--- src/rtl/gpio_bank_pkg.sv ---
// Shared register-select encoding for the GPIO bank data path.
// Assumes a two-bit select supplied by an external decoder.
package gpio_bank_pkg;
    typedef enum logic [1:0] {
        SEL_DATA = 2'd0,
        SEL_DIR  = 2'd1,
        SEL_MASK = 2'd2,
        SEL_RDBK = 2'd3
    } bank_sel_e;
endpackage

--- src/rtl/gpio_in_sync.sv ---
// Multi-stage synchronizer for asynchronous pin levels.
// Assumes each bit is independent; no bus coherency is implied.
module gpio_in_sync #(
    parameter int WIDTH  = 32,
    parameter int STAGES = 2
) (
    input  logic             clk,
    input  logic             rst_n,
    input  logic [WIDTH-1:0] async_in,
    output logic [WIDTH-1:0] sync_out
);
    logic [WIDTH-1:0] stage_q [STAGES];

    genvar s;
    generate
        for (s = 0; s < STAGES; s++) begin : g_stage
            // Shift the pin levels one flop further down the chain.
            always_ff @(posedge clk) begin
                if (!rst_n)
                    stage_q[s] <= '0;
                else if (s == 0)
                    stage_q[s] <= async_in;
                else
                    stage_q[s] <= stage_q[(s == 0) ? 0 : s-1];
            end
        end
    endgenerate

    assign sync_out = stage_q[STAGES-1];
endmodule

--- src/rtl/gpio_cfg_regs.sv ---
// Direction, input mask and read-back registers of one bank.
// Assumes writes arrive as a one-cycle strobe with a decoded select;
// capability masks are fixed at build time.
module gpio_cfg_regs
    import gpio_bank_pkg::*;
#(
    parameter int               WIDTH   = 32,
    parameter logic [WIDTH-1:0] IN_CAP  = '1,
    parameter logic [WIDTH-1:0] OUT_CAP = '1
) (
    input  logic             clk,
    input  logic             rst_n,
    input  logic             wr_en,
    input  logic [1:0]       wr_sel,
    input  logic [WIDTH-1:0] wr_data,
    output logic [WIDTH-1:0] dir_q,
    output logic [WIDTH-1:0] imask_q,
    output logic [WIDTH-1:0] rdbk_q
);
    localparam logic [WIDTH-1:0] FORCE_OUT = ~IN_CAP & OUT_CAP;

    logic hit_dir, hit_mask, hit_data;
    assign hit_dir  = wr_en && (wr_sel == SEL_DIR);
    assign hit_mask = wr_en && (wr_sel == SEL_MASK);
    assign hit_data = wr_en && (wr_sel == SEL_DATA);

    // Direction: pins that can only drive are forced to output.
    always_ff @(posedge clk) begin
        if (!rst_n)
            dir_q <= '0;
        else if (hit_dir)
            dir_q <= (wr_data & OUT_CAP) | FORCE_OUT;
    end

    // Freeze mask: kept only for pins that can sense.
    always_ff @(posedge clk) begin
        if (!rst_n)
            imask_q <= '0;
        else if (hit_mask)
            imask_q <= wr_data & IN_CAP;
    end

    // Read-back copy of data writes; its own select is ignored.
    always_ff @(posedge clk) begin
        if (!rst_n)
            rdbk_q <= '0;
        else if (hit_data)
            rdbk_q <= wr_data & OUT_CAP;
    end
endmodule

--- src/rtl/gpio_data_reg.sv ---
// Data value register and line drivers of one bank.
// Assumes pin_sync is already synchronized; a bus write takes
// precedence over sampling in the cycle it occurs.
module gpio_data_reg #(
    parameter int               WIDTH   = 32,
    parameter logic [WIDTH-1:0] IN_CAP  = '1,
    parameter logic [WIDTH-1:0] OUT_CAP = '1
) (
    input  logic             clk,
    input  logic             rst_n,
    input  logic             bus_wr,
    input  logic [WIDTH-1:0] wr_data,
    input  logic [WIDTH-1:0] dir,
    input  logic [WIDTH-1:0] imask,
    input  logic [WIDTH-1:0] pin_sync,
    output logic [WIDTH-1:0] data_q,
    output logic [WIDTH-1:0] line_out
);
    logic [WIDTH-1:0] data_nxt;

    genvar i;
    generate
        for (i = 0; i < WIDTH; i++) begin : g_bit
            // Pick the next level of one pin: bus, sampled input, or hold.
            always_comb begin
                if (bus_wr && (dir[i] || !imask[i]))
                    data_nxt[i] = wr_data[i] & OUT_CAP[i];
                else if (IN_CAP[i] && !dir[i] && !imask[i])
                    data_nxt[i] = pin_sync[i];
                else
                    data_nxt[i] = data_q[i];
            end
            assign line_out[i] = dir[i] & data_q[i];
        end
    endgenerate

    // Hold the bank's current pin levels.
    always_ff @(posedge clk) begin
        if (!rst_n)
            data_q <= '0;
        else
            data_q <= data_nxt;
    end
endmodule

--- src/rtl/gpio_bank_path.sv ---
// Top of the GPIO bank data and direction path.
// Assumes an external decoder supplies wr_en/wr_sel and that
// interrupt and ownership logic observe the outputs.
module gpio_bank_path
    import gpio_bank_pkg::*;
#(
    parameter int               WIDTH       = 32,
    parameter int               SYNC_STAGES = 2,
    parameter logic [WIDTH-1:0] IN_CAP      = 32'h0FFF_00FF,
    parameter logic [WIDTH-1:0] OUT_CAP     = 32'h00FF_FFFF
) (
    input  logic             clk,
    input  logic             rst_n,
    input  logic [WIDTH-1:0] pin_in,
    input  logic             wr_en,
    input  logic [1:0]       wr_sel,
    input  logic [WIDTH-1:0] wr_data,
    output logic [WIDTH-1:0] data_q,
    output logic [WIDTH-1:0] dir_q,
    output logic [WIDTH-1:0] imask_q,
    output logic [WIDTH-1:0] rdbk_q,
    output logic [WIDTH-1:0] line_out
);
    logic [WIDTH-1:0] pin_sync;
    logic             data_hit;

    assign data_hit = wr_en && (wr_sel == SEL_DATA);

    gpio_in_sync #(.WIDTH(WIDTH), .STAGES(SYNC_STAGES)) u_sync (
        .clk      (clk),
        .rst_n    (rst_n),
        .async_in (pin_in),
        .sync_out (pin_sync)
    );

    gpio_cfg_regs #(.WIDTH(WIDTH), .IN_CAP(IN_CAP), .OUT_CAP(OUT_CAP)) u_cfg (
        .clk     (clk),
        .rst_n   (rst_n),
        .wr_en   (wr_en),
        .wr_sel  (wr_sel),
        .wr_data (wr_data),
        .dir_q   (dir_q),
        .imask_q (imask_q),
        .rdbk_q  (rdbk_q)
    );

    gpio_data_reg #(.WIDTH(WIDTH), .IN_CAP(IN_CAP), .OUT_CAP(OUT_CAP)) u_data (
        .clk      (clk),
        .rst_n    (rst_n),
        .bus_wr   (data_hit),
        .wr_data  (wr_data),
        .dir      (dir_q),
        .imask    (imask_q),
        .pin_sync (pin_sync),
        .data_q   (data_q),
        .line_out (line_out)
    );
endmodule

--- config.mk ---
export PLATFORM = sky130hd
export DESIGN_NAME = gpio_bank_path
export DESIGN_NICKNAME = d
export VERILOG_FILES = /design/src/rtl/gpio_bank_pkg.sv /design/src/rtl/gpio_in_sync.sv /design/src/rtl/gpio_cfg_regs.sv /design/src/rtl/gpio_data_reg.sv /design/src/rtl/gpio_bank_path.sv
export SDC_FILE = /design/constraint.sdc
export NUM_CORES = 1
export LEC_CHECK = 0
export CAP_MARGIN = 40
export CORE_MARGIN = 3
export CORE_UTILIZATION = 45
export DETAILED_ROUTE_END_ITERATION = 12
export PLACE_DENSITY_LB_ADDON = 0.12
export SKIP_LAST_GASP = 1
export SLEW_MARGIN = 20
export SYNTH_ARGS = -nofsm -noshare
export SYNTH_HDL_FRONTEND = slang
export SYNTH_SLANG_ARGS = --single-unit
--- constraint.sdc ---
create_clock -name clk -period 2 [get_ports clk]
set_clock_uncertainty 0.05 [all_clocks]
set_input_delay 0.4 -clock clk [delete_from_list [all_inputs] [get_ports clk]]
set_output_delay 0.4 -clock clk [all_outputs]
set_load 0.005 [all_outputs]
After elaboration in Yosys (flattened, before gate mapping)
Memory sizes are Yosys's and may differ from the RTL's.
Cells that the tools add are included.

storage, ports and cells
  register bits = 96
  latch bits = 0
  RAM bits = 64
  ROM bits = 0
  input port bits = 69
  output and inout bits = 160
  logic and storage cells = 209
  memories kept = 1

memories
  memory          depth  width  rd ports  clocked after memory_dff  write ports  line                text
  u_sync.stage_q  2      32     2         0                         2            gpio_in_sync.sv:12  logic [WIDTH-1:0] stage_q [STAGES];

cells by class
  add/subtract/negate cells = 0
  $mul = 0
  div/mod/pow operators = 0
  $lt $le $gt $ge = 0
  eq/ne operators = 2
  shift operators = 0
  multiplexer cells = 36
  bitwise logic cells = 27
  reduce and logical (&&, ||, !) cells = 112

operators by type and width
  cell                                                                   count
  32-bit two-way mux                                                     2
  1-bit logical AND                                                      39
  1-bit zero test                                                        36
  1-bit two-way mux                                                      34
  2-bit nonzero test                                                     16
  1-bit bitwise AND                                                      24
  1-bit logical OR                                                       16
  2-bit OR reduction                                                     4
  2-bit by 1-bit equality test with 1-bit output, second input constant  1
  2-bit equality test, second input constant                             1
  2-bit zero test                                                        1
  1-bit OR                                                               2
  1-bit NOT                                                              1

Logic depth before layout (Yosys ltp)
  depth in word-level cells = 4
  gate-level depth with buffers = 6
  gate-level depth less buffers = 3

By module
Synthesis repeated with hierarchy kept, for this count alone.

second synthesis, totals
  cells, all modules = 632
  area total of the unflattened synthesis = 6381.1 sq um

by module, submodules not included
  module          times used  cells an instance  area each (sq um)  seq. area each (sq um)
  gpio_cfg_regs   1           267                2598.7             1221.2
  gpio_data_reg   1           230                1978.1             560.5
  gpio_in_sync    1           134                1791.7             1281.2
  gpio_bank_path  1           1                  12.5               0.0

Worst setup path before layout
OpenSTA, ideal clock, no wires.

  kind = input to register
  start = input wr_sel[1]
  end = register u_data.data_q[17]
  library setup time = 142 ps
  arrival = 1244 ps
  required time = 1808 ps
  path slack = 564 ps
  stages = 5
  path buffers = 2
  cell sequence = or3b_1 -> buf_2 -> buf_6 -> nor3_2 -> nor4_2

between the ends
  word-level cells in the longest chain between the ends = 4
  elaborated cells on any way between the ends = 5
  those cells by class = 1 x mux; 4 x reduce/logical

RTL lines
  item                                                            line                  text
  start, declared                                                 gpio_bank_path.sv:16  input logic [1:0] wr_sel,
  2-bit zero test (*)                                             gpio_bank_path.sv:27  assign data_hit = wr_en && (wr_sel == SEL_DATA);
  1-bit logical AND (*)                                           gpio_bank_path.sv:27
  1-bit logical AND (*)                                           gpio_data_reg.sv:26   if (bus_wr && (dir[i] || !imask[i]))
  1-bit two-way mux / 2-bit nonzero test (equally long branches)  n/a
  end signal, assigned                                            gpio_data_reg.sv:42   data_q <= data_nxt;
  end, declared                                                   gpio_data_reg.sv:16   output logic [WIDTH-1:0] data_q,

Every way passes the cells marked *; elsewhere a longest branch is shown, timed or not.
A chain may end at the register's enable or synchronous reset.

==> impl_results.html <==
<table>
<tr><th>Metric</th><th>Value</th></tr>
<tr><th colspan="2">CTS</th></tr>
<tr><td>Number of clock sinks</td><td>121</td></tr>
<tr><td>Hold_buf cts</td><td>0</td></tr>
<tr><td>H-tree lvl count</td><td>4</td></tr>
<tr><td>Clock slew at the register clock pins of the worst setup and hold paths</td><td>~60 ps</td></tr>
<tr><td>Clock insertion delay at the later pin of the skew report</td><td>500 ps</td></tr>
<tr><td>CTS tree</td><td>yes</td></tr>
<tr><td>CTS buffer count</td><td>17</td></tr>
<tr><td>Clock root buffer master</td><td>sky130_fd_sc_hd__clkbuf_8</td></tr>
<tr><td>CTS max path bufs</td><td>2</td></tr>
<tr><th colspan="2">Worst setup path</th></tr>
<tr><td>Data arrival time at the worst-slack endpoint</td><td>1560 ps</td></tr>
<tr><td>Type of origin of the critical path</td><td>flip-flop</td></tr>
<tr><td>Required time worst endpoint</td><td>roughly 1600 ps</td></tr>
<tr><td>Crit path cell chain</td><td>and2_1, clkdlybuf4s50_1</td></tr>
<tr><td>Reg-to-Reg End</td><td>u_data.data_q[18]</td></tr>
<tr><td>CP max stage delay</td><td>500 ps</td></tr>
<tr><td>Critical R2R Launch</td><td>u_cfg.dir_q[18]</td></tr>
<tr><td>Critical Path End Type</td><td>primary output</td></tr>
<tr><td>Slowest stage cell on the critical path</td><td>sky130_fd_sc_hd__clkdlybuf4s50_1</td></tr>
<tr><td>Reg-to-reg setup timing slack</td><td>~850 ps</td></tr>
<tr><td>Worst Setup SP</td><td>u_cfg.dir_q[15]</td></tr>
<tr><td>Kind of critical path</td><td>flip-flop to primary output</td></tr>
<tr><td>Number of cell instances on the worst register-to-register path</td><td>4</td></tr>
<tr><td>Largest fanout on the critical path</td><td>16</td></tr>
<tr><th colspan="2">Timing</th></tr>
<tr><td>Final setup margin</td><td>-10.1 ps</td></tr>
<tr><td>Fin crit period</td><td>a little over 2000 ps</td></tr>
<tr><td>RSZ-0062 raised after global routing</td><td>true</td></tr>
<tr><td>Summed negative setup slack over all endpoints</td><td>-15.6 ps</td></tr>
<tr><td>Maximum frequency from static timing analysis</td><td>0.497 GHz</td></tr>
<tr><td>Final number of max-transition violations</td><td>0</td></tr>
<tr><td>Period utilisation layout</td><td>101%</td></tr>
<tr><td>Hold Violations, Final</td><td>0</td></tr>
<tr><td># setup viols final</td><td>4</td></tr>
<tr><th colspan="2">Place</th></tr>
<tr><td>Area after detailed placement</td><td>0.00665 mm²</td></tr>
<tr><td>DP Wirelength</td><td>9.13 mm</td></tr>
<tr><td>Buffers added on ports</td><td>around 170</td></tr>
<tr><td>Weighted congestion reported at the end of routability-driven placement</td><td>0.839</td></tr>
<tr><td>Post-placement cell count</td><td>846</td></tr>
<tr><th colspan="2">Routing</th></tr>
<tr><td>Total met3 wirelength after detailed routing</td><td>971 µm</td></tr>
<tr><td>Length of routed met2 wiring</td><td>6.45 mm</td></tr>
<tr><td>Final routed wire length divided by cell count</td><td>14.7 µm</td></tr>
<tr><td>Remaining routing DRC violations</td><td>0</td></tr>
<tr><td>Vias after detailed routing</td><td>approximately 4.4k</td></tr>
<tr><td>Antenna violation net count after detailed routing</td><td>0</td></tr>
<tr><td>Detailed-route wire length on metal 1</td><td>about 5.3 mm</td></tr>
<tr><td>Top layer reached by signal wires</td><td>met4</td></tr>
<tr><td>Per-cell via count in the routed design</td><td>4.91</td></tr>
<tr><td>Iter 0 DRT Violations</td><td>between 150 and 200</td></tr>
<tr><td>Final wirelength</td><td>13.0 mm</td></tr>
<tr><td>Router iterations before antenna repair</td><td>5</td></tr>
<tr><th colspan="2">Power</th></tr>
<tr><td>Total leakage power</td><td>0.00275 µW</td></tr>
<tr><td>Power per cell area</td><td>821 mW/mm²</td></tr>
<tr><td>Worst voltage drop across the vdd grid</td><td>approximately 0.64 mV</td></tr>
<tr><th colspan="2">Final layout</th></tr>
<tr><td>Synth-to-Final Area Change</td><td>48.5%</td></tr>
<tr><td>Multi-input gate area</td><td>0.00210 mm²</td></tr>
<tr><td>Flip-flop and latch area</td><td>roughly 0.0025 mm²</td></tr>
<tr><td>Finished Layout Cells</td><td>886</td></tr>
<tr><td>Final nets</td><td>806</td></tr>
<tr><td>Layout Cell Area excl Fill</td><td>0.00735 mm²</td></tr>
<tr><td>Layout filler cell count</td><td>832</td></tr>
<tr><td>Number of inserted diodes</td><td>0</td></tr>
<tr><td>Fraction of final layout cells with drive strength greater than 1</td><td>14.1%</td></tr>
<tr><th colspan="2">Floorplanning</th></tr>
<tr><td>Area of the die</td><td>0.0123 mm²</td></tr>
<tr><td>Chip Width</td><td>111 µm</td></tr>
<tr><td>Initial Util</td><td>47.1%</td></tr>
<tr><td>Site Rows</td><td>37</td></tr>
<tr><td>Die Span Y</td><td>111 µm</td></tr>
<tr><td>Top-Level Pins</td><td>~230</td></tr>
<tr><td>Area of the core region</td><td>0.0105 mm²</td></tr>
<tr><th colspan="2">Synth</th></tr>
<tr><td>Synthesis Warnings</td><td>0</td></tr>
<tr><td>Mapped cell area</td><td>0.00495 mm²</td></tr>
<tr><td>Largest area contributor in the netlist</td><td>sky130_fd_sc_hd__dfxtp_1</td></tr>
<tr><td>Fraction of synthesized cell area taken by the top area cell type</td><td>48.9%</td></tr>
<tr><td>Post-Syn Instances</td><td>568</td></tr>
<tr><td>Sequential area share after synthesis</td><td>approximately half</td></tr>
<tr><td>Prevailing post-synth register cell</td><td>sky130_fd_sc_hd__dfxtp_1</td></tr>
<tr><td>Cell with the most instances after synthesis</td><td>sky130_fd_sc_hd__nand2_1</td></tr>
<tr><td>Dominant cells by area after synthesis</td><td>sky130_fd_sc_hd__dfxtp_1 (49%), sky130_fd_sc_hd__nand2_1 (9.6%), sky130_fd_sc_hd__buf_4 (8.9%)</td></tr>
<tr><td>Post-synth EDFFs</td><td>0</td></tr>
<tr><td>Number of flip-flops and latches in the synthesized netlist</td><td>121</td></tr>
<tr><td>FFs w/ async S/R, synth</td><td>0%</td></tr>
<tr><td>Leading cell types by count after synthesis</td><td>sky130_fd_sc_hd__nand2_1 (126), sky130_fd_sc_hd__dfxtp_1 (121), sky130_fd_sc_hd__a21oi_1 (64), sky130_fd_sc_hd__and2_1 (64), sky130_fd_sc_hd__buf_4 (59)</td></tr>
<tr><td>Library cells used by synthesis</td><td>30</td></tr>
<tr><td>Post-Syn Area per Cell</td><td>8.72 µm²</td></tr>
<tr><th colspan="2">Hold path</th></tr>
<tr><td>Worst hold path stage count</td><td>1</td></tr>
<tr><td>Capture endpoint of the worst hold path</td><td>u_sync.stage_q[1][24]</td></tr>
<tr><td>Classification of the worst-slack hold path</td><td>flip-flop to flip-flop</td></tr>
<tr><td>Hold path startpoint</td><td>u_sync.stage_q[0][24]</td></tr>
<tr><th colspan="2">Global routing</th></tr>
<tr><td>Via count of the first global-routing pass</td><td>4,084</td></tr>
<tr><td>Total congestion overflow after global routing</td><td>0</td></tr>
<tr><td>Global-route wire length before repair</td><td>20.3 mm</td></tr>
<tr><td>Initial antenna violation count</td><td>0</td></tr>
<tr><td>Gr usage total</td><td>between 20 and 25%</td></tr>
<tr><td>Maximum number of pins on one net before global-route repair</td><td>42</td></tr>
<tr><th colspan="2">Outcome</th></tr>
<tr><td>Run status</td><td>finished, violations left</td></tr>
<tr><td>Failing checks</td><td>negative setup slack</td></tr>
<tr><th colspan="2">Flow run</th></tr>
<tr><td>Maximum Capacitance Violations</td><td>0</td></tr>
</table>
flip-flops by register name, indices dropped and copies added, names as in the netlist:
name            cells
u_cfg.rdbk_q       24
u_cfg.dir_q        17
u_sync.stage_q     40
u_data.data_q      20
u_cfg.imask_q      20
kinds of logic after synthesis:
logic type,after synthesis,share of synthesized area (%)
mux,1,0.227
compound gates,91,10.8
buf+inv,91,11.8
simple gates,263,28.1
other cells,1,0.0757
flops,121,48.9
cells in the final DEF (no fill, tap or decap), types with 3 or more instances in the layout:
| cell | count |
|---|---|
| sky130_fd_sc_hd__inv_6 | 6 |
| sky130_fd_sc_hd__a221oi_1 | 4 |
| sky130_fd_sc_hd__clkinvlp_4 | 3 |
| sky130_fd_sc_hd__o21a_1 | 4 |
| sky130_fd_sc_hd__nand3b_1 | 6 |
| sky130_fd_sc_hd__dfxtp_4 | 16 |
| sky130_fd_sc_hd__nand2b_1 | 4 |
| sky130_fd_sc_hd__nor2b_1 | 10 |
| sky130_fd_sc_hd__clkdlybuf4s50_1 | 170 |
| sky130_fd_sc_hd__a21oi_1 | 64 |
| sky130_fd_sc_hd__nor4_2 | 8 |
| sky130_fd_sc_hd__a311oi_1 | 6 |
| sky130_fd_sc_hd__nor3_2 | 10 |
| sky130_fd_sc_hd__conb_1 | 40 |
| sky130_fd_sc_hd__buf_4 | 16 |
| sky130_fd_sc_hd__a211oi_1 | 11 |
| sky130_fd_sc_hd__dfxtp_1 | 94 |
| sky130_fd_sc_hd__and2_1 | 63 |
| sky130_fd_sc_hd__clkinv_4 | 3 |
| sky130_fd_sc_hd__buf_12 | 8 |
| sky130_fd_sc_hd__nor2_1 | 18 |
| sky130_fd_sc_hd__nor4_1 | 12 |
| sky130_fd_sc_hd__dfxtp_2 | 11 |
| sky130_fd_sc_hd__nand2_1 | 126 |
| sky130_fd_sc_hd__inv_1 | 5 |
| sky130_fd_sc_hd__clkbuf_16 | 16 |
timing repair:
| item | in CTS | in global routing |
|---|---|---|
| gates resized for setup | 27 | 19 |
| endpoints found under the setup margin | 32 | 21 |
| setup buffers | 0 | 8 |
| endpoints found under the hold margin | 0 | 0 |
report_power, final:
part	internal, µW	leakage (µW)	switching (µW)
combinational	355	0.00148	263
clock	1700	0.000270	1130
sequential	2500	0.00101	75.2
total	4560	0.00275	1470
how the worst max path moves through the flow:
stage | endpoint | slack (ps) | cells after the start
2_1_floorplan | u_data.data_q[17] | 560 | 5
3_3_place_gp | u_data.data_q[19] | -50 | 5
3_5_place_dp | u_data.data_q[3] | -90 | 5
4_1_cts | line_out[12] | -70 | 2
5_1_grt | line_out[12] | -90 | 2
6_report | line_out[12] | -10 | 2
cell type report:
class                      count  area share [%]
sequential                   121            33.9
multi-input combinational    395            28.5
timing repair buffer         196            27.2
clock buffer                  18            5.82
tap                          136            2.31
clock inverter                14            1.85
inverter                       6           0.306
worst max-delay path: cells and delay by family, from the launching register on:
family,cells,cell delay (ps)
buffers and inverters,1,500
DFF,1,420
and+or+nand+nor,1,140
metrics by stage:
stage	power, µW	setup slack, ps	hold WS [ps]	util [%]
floorplan	2940	564	362	-
global placement	3230	-47.4	365	63.3
detailed placement	3250	-86.6	368	63.3
CTS	6100	-70.2	372	69.1
global route	6270	-87.4	391	70.0
finish	6040	-10.1	382	70.0
per-layer routing:
layer  track usage, %  up-vias
li1                 -     2124
met1             24.2     2006
met2             35.0      200
met3             5.24       21
met4             8.46        0
met5                0        -
Note: power is estimated with default switching activity, not from simulation.
